### src/rtl/rmii_rx_pkg.sv
package rmii_rx_pkg;

    localparam int NIB_W   = 4;
    localparam int DIBIT_W = 2;

    typedef logic [NIB_W-1:0]   nib_t;
    typedef logic [DIBIT_W-1:0] dibit_t;

    typedef enum logic {
        ST_IDLE = 1'b0,
        ST_LIVE = 1'b1
    } rx_state_e;

    localparam dibit_t DB_QUIET = 2'b00;
    localparam dibit_t DB_BAD   = 2'b10;

    typedef struct packed {
        logic   crs_dv;
        dibit_t rxd;
    } pin_out_t;

    localparam pin_out_t PINS_REST = '{crs_dv: 1'b0, rxd: DB_QUIET};

    function automatic dibit_t nib_half(input nib_t n, input logic upper);
        return upper ? n[3:2] : n[1:0];
    endfunction

endpackage

### src/rtl/rmii_rx_fifo.sv
module rmii_rx_fifo
    import rmii_rx_pkg::*;
#(
    parameter int DEPTH = 8
) (
    input  logic clk,
    input  logic rst,
    input  logic push,
    input  logic pop,
    input  nib_t din,
    output nib_t dout,
    output logic empty,
    output logic full
);
    localparam int AW = (DEPTH > 1) ? $clog2(DEPTH) : 1;

    nib_t          store [DEPTH];
    logic [AW:0]   wr_ptr;
    logic [AW:0]   rd_ptr;
    logic          wr_ok;

    assign empty = (wr_ptr == rd_ptr);
    assign full  = (wr_ptr[AW] != rd_ptr[AW]) && (wr_ptr[AW-1:0] == rd_ptr[AW-1:0]);
    assign wr_ok = push && !full;
    assign dout  = store[rd_ptr[AW-1:0]];

    always_ff @(posedge clk) begin
        if (wr_ok) begin
            store[wr_ptr[AW-1:0]] <= din;
        end
    end

    always_ff @(posedge clk) begin
        if (rst) begin
            wr_ptr <= '0;
            rd_ptr <= '0;
        end else begin
            if (wr_ok) begin
                wr_ptr <= wr_ptr + 1'b1;
            end
            if (pop && !empty) begin
                rd_ptr <= rd_ptr + 1'b1;
            end
        end
    end

endmodule

### src/rtl/rmii_rx_pacer.sv
module rmii_rx_pacer #(
    parameter int RATIO = 10
) (
    input  logic clk,
    input  logic rst,
    input  logic idle,
    input  logic speed_10,
    output logic tick,
    output logic slow
);
    localparam int CW = (RATIO > 1) ? $clog2(RATIO) : 1;
    localparam logic [CW-1:0] LAST = CW'(RATIO - 1);

    logic [CW-1:0] div_q;

    always_ff @(posedge clk) begin
        if (rst) begin
            div_q <= '0;
            slow  <= 1'b0;
        end else begin
            if (idle) begin
                slow <= speed_10;
            end
            if (idle || div_q == LAST) begin
                div_q <= '0;
            end else begin
                div_q <= div_q + 1'b1;
            end
        end
    end

    assign tick = idle || !slow || (div_q == LAST);

endmodule

### src/rtl/rmii_rx_fsm.sv
module rmii_rx_fsm
    import rmii_rx_pkg::*;
(
    input  logic     clk,
    input  logic     rst,
    input  logic     tick,
    input  logic     rx_crs,
    input  logic     flag,
    input  logic     empty,
    input  nib_t     head,
    output logic     pop,
    output logic     idle,
    output logic     ph,
    output logic     err,
    output pin_out_t pins
);
    rx_state_e state_q, state_d;
    logic      ph_d, err_d, go_idle;
    pin_out_t  pins_d;

    always_comb begin
        state_d = state_q;
        ph_d    = ph;
        pins_d  = pins;
        pop     = 1'b0;
        go_idle = 1'b0;
        if (tick) begin
            unique case (state_q)
                ST_IDLE: begin
                    pins_d = PINS_REST;
                    if (rx_crs) begin
                        state_d = ST_LIVE;
                        ph_d    = 1'b0;
                        pins_d  = '{crs_dv: 1'b1, rxd: DB_QUIET};
                    end
                end
                ST_LIVE: begin
                    if (ph) begin
                        pins_d = '{crs_dv: 1'b1, rxd: err ? DB_BAD : nib_half(head, 1'b1)};
                        pop    = 1'b1;
                        ph_d   = 1'b0;
                    end else if (!empty) begin
                        pins_d = '{crs_dv: rx_crs, rxd: err ? DB_BAD : nib_half(head, 1'b0)};
                        ph_d   = 1'b1;
                    end else if (rx_crs) begin
                        pins_d = '{crs_dv: 1'b1, rxd: err ? DB_BAD : DB_QUIET};
                    end else begin
                        pins_d  = PINS_REST;
                        state_d = ST_IDLE;
                        go_idle = 1'b1;
                    end
                end
                default: state_d = ST_IDLE;
            endcase
        end
        err_d = go_idle ? 1'b0 : (err | (rx_crs & flag));
    end

    always_ff @(posedge clk) begin
        if (rst) begin
            state_q <= ST_IDLE;
            ph      <= 1'b0;
            err     <= 1'b0;
            pins    <= PINS_REST;
        end else begin
            state_q <= state_d;
            ph      <= ph_d;
            err     <= err_d;
            pins    <= pins_d;
        end
    end

    assign idle = (state_q == ST_IDLE);

endmodule

### src/rtl/rmii_rx_formatter.sv
module rmii_rx_formatter
    import rmii_rx_pkg::*;
#(
    parameter int FIFO_DEPTH = 8,
    parameter int SLOW_RATIO = 10
) (
    input  logic       clk,
    input  logic       rst,
    input  logic       speed_10,
    input  logic       rx_crs,
    input  logic       rx_dv,
    input  logic [3:0] rx_nib,
    input  logic       rx_false,
    input  logic       rx_err,
    output logic       crs_dv,
    output logic [1:0] rxd
);
    logic     tick, slow, st_idle, ph_q, err_q;
    logic     fifo_pop, fifo_empty, fifo_full;
    nib_t     fifo_head;
    pin_out_t pins;

    rmii_rx_fifo #(.DEPTH(FIFO_DEPTH)) u_fifo (
        .clk   (clk),
        .rst   (rst),
        .push  (rx_dv),
        .pop   (fifo_pop),
        .din   (rx_nib),
        .dout  (fifo_head),
        .empty (fifo_empty),
        .full  (fifo_full)
    );

    rmii_rx_pacer #(.RATIO(SLOW_RATIO)) u_pacer (
        .clk      (clk),
        .rst      (rst),
        .idle     (st_idle),
        .speed_10 (speed_10),
        .tick     (tick),
        .slow     (slow)
    );

    rmii_rx_fsm u_fsm (
        .clk    (clk),
        .rst    (rst),
        .tick   (tick),
        .rx_crs (rx_crs),
        .flag   (rx_false | rx_err),
        .empty  (fifo_empty),
        .head   (fifo_head),
        .pop    (fifo_pop),
        .idle   (st_idle),
        .ph     (ph_q),
        .err    (err_q),
        .pins   (pins)
    );

    assign crs_dv = pins.crs_dv;
    assign rxd    = pins.rxd;

endmodule

### config.mk
export PLATFORM = sky130hd
export DESIGN_NAME = rmii_rx_formatter
export DESIGN_NICKNAME = d
export VERILOG_FILES = /design/src/rtl/rmii_rx_pkg.sv /design/src/rtl/rmii_rx_fifo.sv /design/src/rtl/rmii_rx_pacer.sv /design/src/rtl/rmii_rx_fsm.sv /design/src/rtl/rmii_rx_formatter.sv
export SDC_FILE = /design/constraint.sdc
export NUM_CORES = 1
export LEC_CHECK = 0
export BUFFER_PORTS_ARGS = -buffer_cell sky130_fd_sc_hd__buf_2
export CAP_MARGIN = 10
export CORE_ASPECT_RATIO = 1.4
export CORE_MARGIN = 2
export CORE_UTILIZATION = 53
export DETAILED_ROUTE_END_ITERATION = 10
export PLACE_DENSITY = 0.77
export SLEW_MARGIN = 20
export SYNTH_ARGS = -nofsm -noshare
export SYNTH_HDL_FRONTEND = slang
export SYNTH_SLANG_ARGS = --single-unit
### constraint.sdc
create_clock -name clk -period 1.85 [get_ports clk]
set_clock_uncertainty 0.1 [all_clocks]
set_input_delay 0 -clock clk [delete_from_list [all_inputs] [get_ports clk]]
set_output_delay 0 -clock clk [all_outputs]
set_load 0.1 [all_outputs]
==> metrics <==
Final min period=1778 ps; VDD IR max=0.0005039 V; Async S/R FF share, synth=0%; CTS max path bufs=2; via count=1550; status=complete, no violations; Total Wirelength=4692 um; synthesized instance count=176; total global routing overflow=0; post-synth top area share=41.74%; Top FF cell, synth=edfxtp_1; FP Rows=28; # fillers=301; RSZ-0062 raised after global routing=false; crit path DAT=1920 ps; DIE WIDTH=59.70 um; Avg Cell Area, Syn=13.08 um2; final setup vio count=0; first-pass GRT wire length=7562 um; worst path required time=1990 ps; routed vias/inst=5.939; TNS Setup=0 ps; Max Transition Viols Final=0; core area=0.004204 mm2; final hold violations=0; PD cells=857.1 mW/mm2; Starting DRT DRC Count=111; vias in the first global route=1624; Hold Path Class=in -> reg; Synth Area in XOR/XNOR=3.043%; clock slew at reported path FFs=90 ps; largest family of logic cells by synthesized area=simple AND/OR/NAND/NOR gates; fmax=0.5623 GHz; routed len/inst=17.98 um; final worst slack=71.51 ps; chip height=81.98 um; clk sinks=54; sequential power share=56.1%; Inserted Clock Buffers=5; static leakage power=0.9817 nW; Worst-Margin Slew=486.3 ps; placed cell count=243; synth unique cells=42; clock latency on the worst-skew pair=300 ps; design area=0.002761 mm2; DP Worst Slack=-9.467 ps; Placed Instance Area=0.002526 mm2; area grow syn2layout=19.95%; crit path max fanout=6; clock power share=32.9%; largest net degree at the start of global routing=21; I/O Pins=14; Net Count, Synth=191; ANT cells=0; Non-Filler Instances=261; final RePlAce weighted congestion=0.8373; multiplexer share of the synthesized area=10.60%; leading area contributor after synthesis=edfxtp_1; sw frac=23.14%; Sw Pwr=0.5477 mW; CP Class=reg -> reg; Ys Warns=0; Synth area leaders=edfxtp_1, dfxtp_1, mux4_2; GRT Overall Usage=21.35%; Worst slew margin=67.80%; Seq cells post-synth=54; Cell Int Power=1.819 mW; Adder-Cell Fraction of Synth Area=2.174%; PortBufs=13; final antenna-violating net count=0; root buf cell=clkbuf_8; fin crit share=96.13%; Worst setup EP type=register; post-synthesis sequential area ratio=60.87%; die area=0.004894 mm2; Startpoint Class=register; post-synthesis compound-gate area fraction=9.511%; nets@finish=230; maxcap violations=0; DRC=0; H-Tree Depth=2; fraction of layout cells with a size suffix above 1=28.24%; initial antenna violation count=0; HPWL Detailed=3404 um; combinational power share=11.0%; mapped cell area=0.002302 mm2; Starting Density=54.76%; Pre-antenna DRT Iters=4; simple-gate share of the synthesized area=11.14%; TritonCTS clock tree=built; Post-synth EDFFs=32
==> sequential cells by signal (all words and copies together), names as in the netlist, named ones only <==
register,flops
u_fsm.state_q,1
u_fifo.store,32
u_pacer.div_q,4
u_fifo.wr_ptr,4
u_pacer.slow,1
u_fsm.ph,1
u_fsm.pins,3
u_fifo.rd_ptr,4
u_fsm.err,1
==> area by class of cell <==
cell class | count | area [um2] | share of cell area, %
clock buffers | 5 | 68.82 | 2.492
multi-input cells | 107 | 864.6 | 31.31
well taps | 45 | 56.30 | 2.039
repair buffers | 40 | 292.8 | 10.60
inverters | 7 | 26.28 | 0.9515
flip-flops and latches | 54 | 1408 | 50.97
clock inverters | 3 | 45.04 | 1.631
==> through the flow <==
| step | power, mW | util, % | hold WS, ps |
|---|---|---|---|
| floorplan | 1.502 | - | -1.131 |
| global placement | 1.576 | 60.09 | 132.7 |
| detailed placement | 1.591 | 60.09 | 140.1 |
| CTS | 2.369 | 65.48 | 170.4 |
| global route | 2.438 | 65.68 | 225.6 |
| finish | 2.367 | 65.68 | 180.5 |
==> logic make-up (layout without fill, tap and decap cells) <==
| group | after synthesis | in the layout |
|---|---|---|
| DFF | 54 | 54 |
| and+or+nand+nor | 49 | 49 |
| AOI/OAI and AO/OA | 30 | 30 |
| muxes | 16 | 16 |
| buffers and inverters | 15 | 55 |
| xor gates and xnor gates | 8 | 8 |
| adders and majority gates | 4 | 4 |
==> critical path, cell delays in order (launching register included) <==
cell and delay [ps]:
dfxtp_1 350, xnor2_1 180, a41o_4 310, buf_4 160, or4_1 460, a21oi_1 150
==> cells in the mapped netlist, types with 4 or more instances <==
master and count:
mux2_2 5, nor2_1 18, clkbuf_1 4, nor2b_1 4, o31ai_1 4, xnor2_1 5
inv_1 7, edfxtp_1 32, mux4_2 6, ha_1 4, dfxtp_1 22, nor3_1 4
a21oi_1 8, o21ai_0 4, buf_2 4, nand4_1 4
==> path summary, 6_finish.rpt <==
kind,from,end,slack [ps],depth (start not counted)
worst max-delay path,u_fifo.wr_ptr[1],u_fifo.wr_ptr[3],70,5
worst min-delay path,rx_dv,u_fifo.wr_ptr[0],180,6
worst max register to register,u_fifo.wr_ptr[1],u_fifo.wr_ptr[3],70,5
worst min register to register,u_pacer.div_q[0],u_pacer.div_q[0],340,1
==> cell usage in the layout, fill, tap and decap left out, types with 3 or more instances in the layout <==
master	instances
dlygate4sd3_1	10
o21ai_0	4
mux2i_1	3
nand2b_1	3
nor2_1	18
buf_4	17
dfxtp_2	5
clkbuf_8	5
a21oi_1	8
ha_1	4
nand4_1	4
nand2_1	3
inv_1	7
edfxtp_1	32
nor2b_1	4
buf_2	13
xor2_1	3
mux4_2	6
xnor2_1	5
mux2_2	5
o31ai_1	4
o21ai_1	3
nand3b_1	3
dfxtp_1	17
==> timing repair <==
item                                    in CTS  in global routing
resized for setup                            2                  6
setup buffers                                0                  0
endpoints found under the hold margin       39                  0
hold buffers                                10                  0
pin swaps                                    0                  2
endpoints found under the setup margin       5                 28
==> metal layers <==
layer  vias up  track usage [%]  wire, um
met5         -                0         0
met2        50            40.54      2665
met3        15            3.937       159
met1       752            21.77      1736
li1        733                -         -
met4         0            9.778       129
==> power by group through the flow <==
stage	Sequential [mW]	Clock [mW]	Combinational, mW
final	1.33	0.778	0.261
after global routing	1.33	0.825	0.281
after CTS	1.33	0.783	0.259
after detailed placement	1.36	0	0.236
after global placement	1.35	0	0.225
after floorplan	1.37	0	0.130
Note: power is estimated with default switching activity, not from simulation.
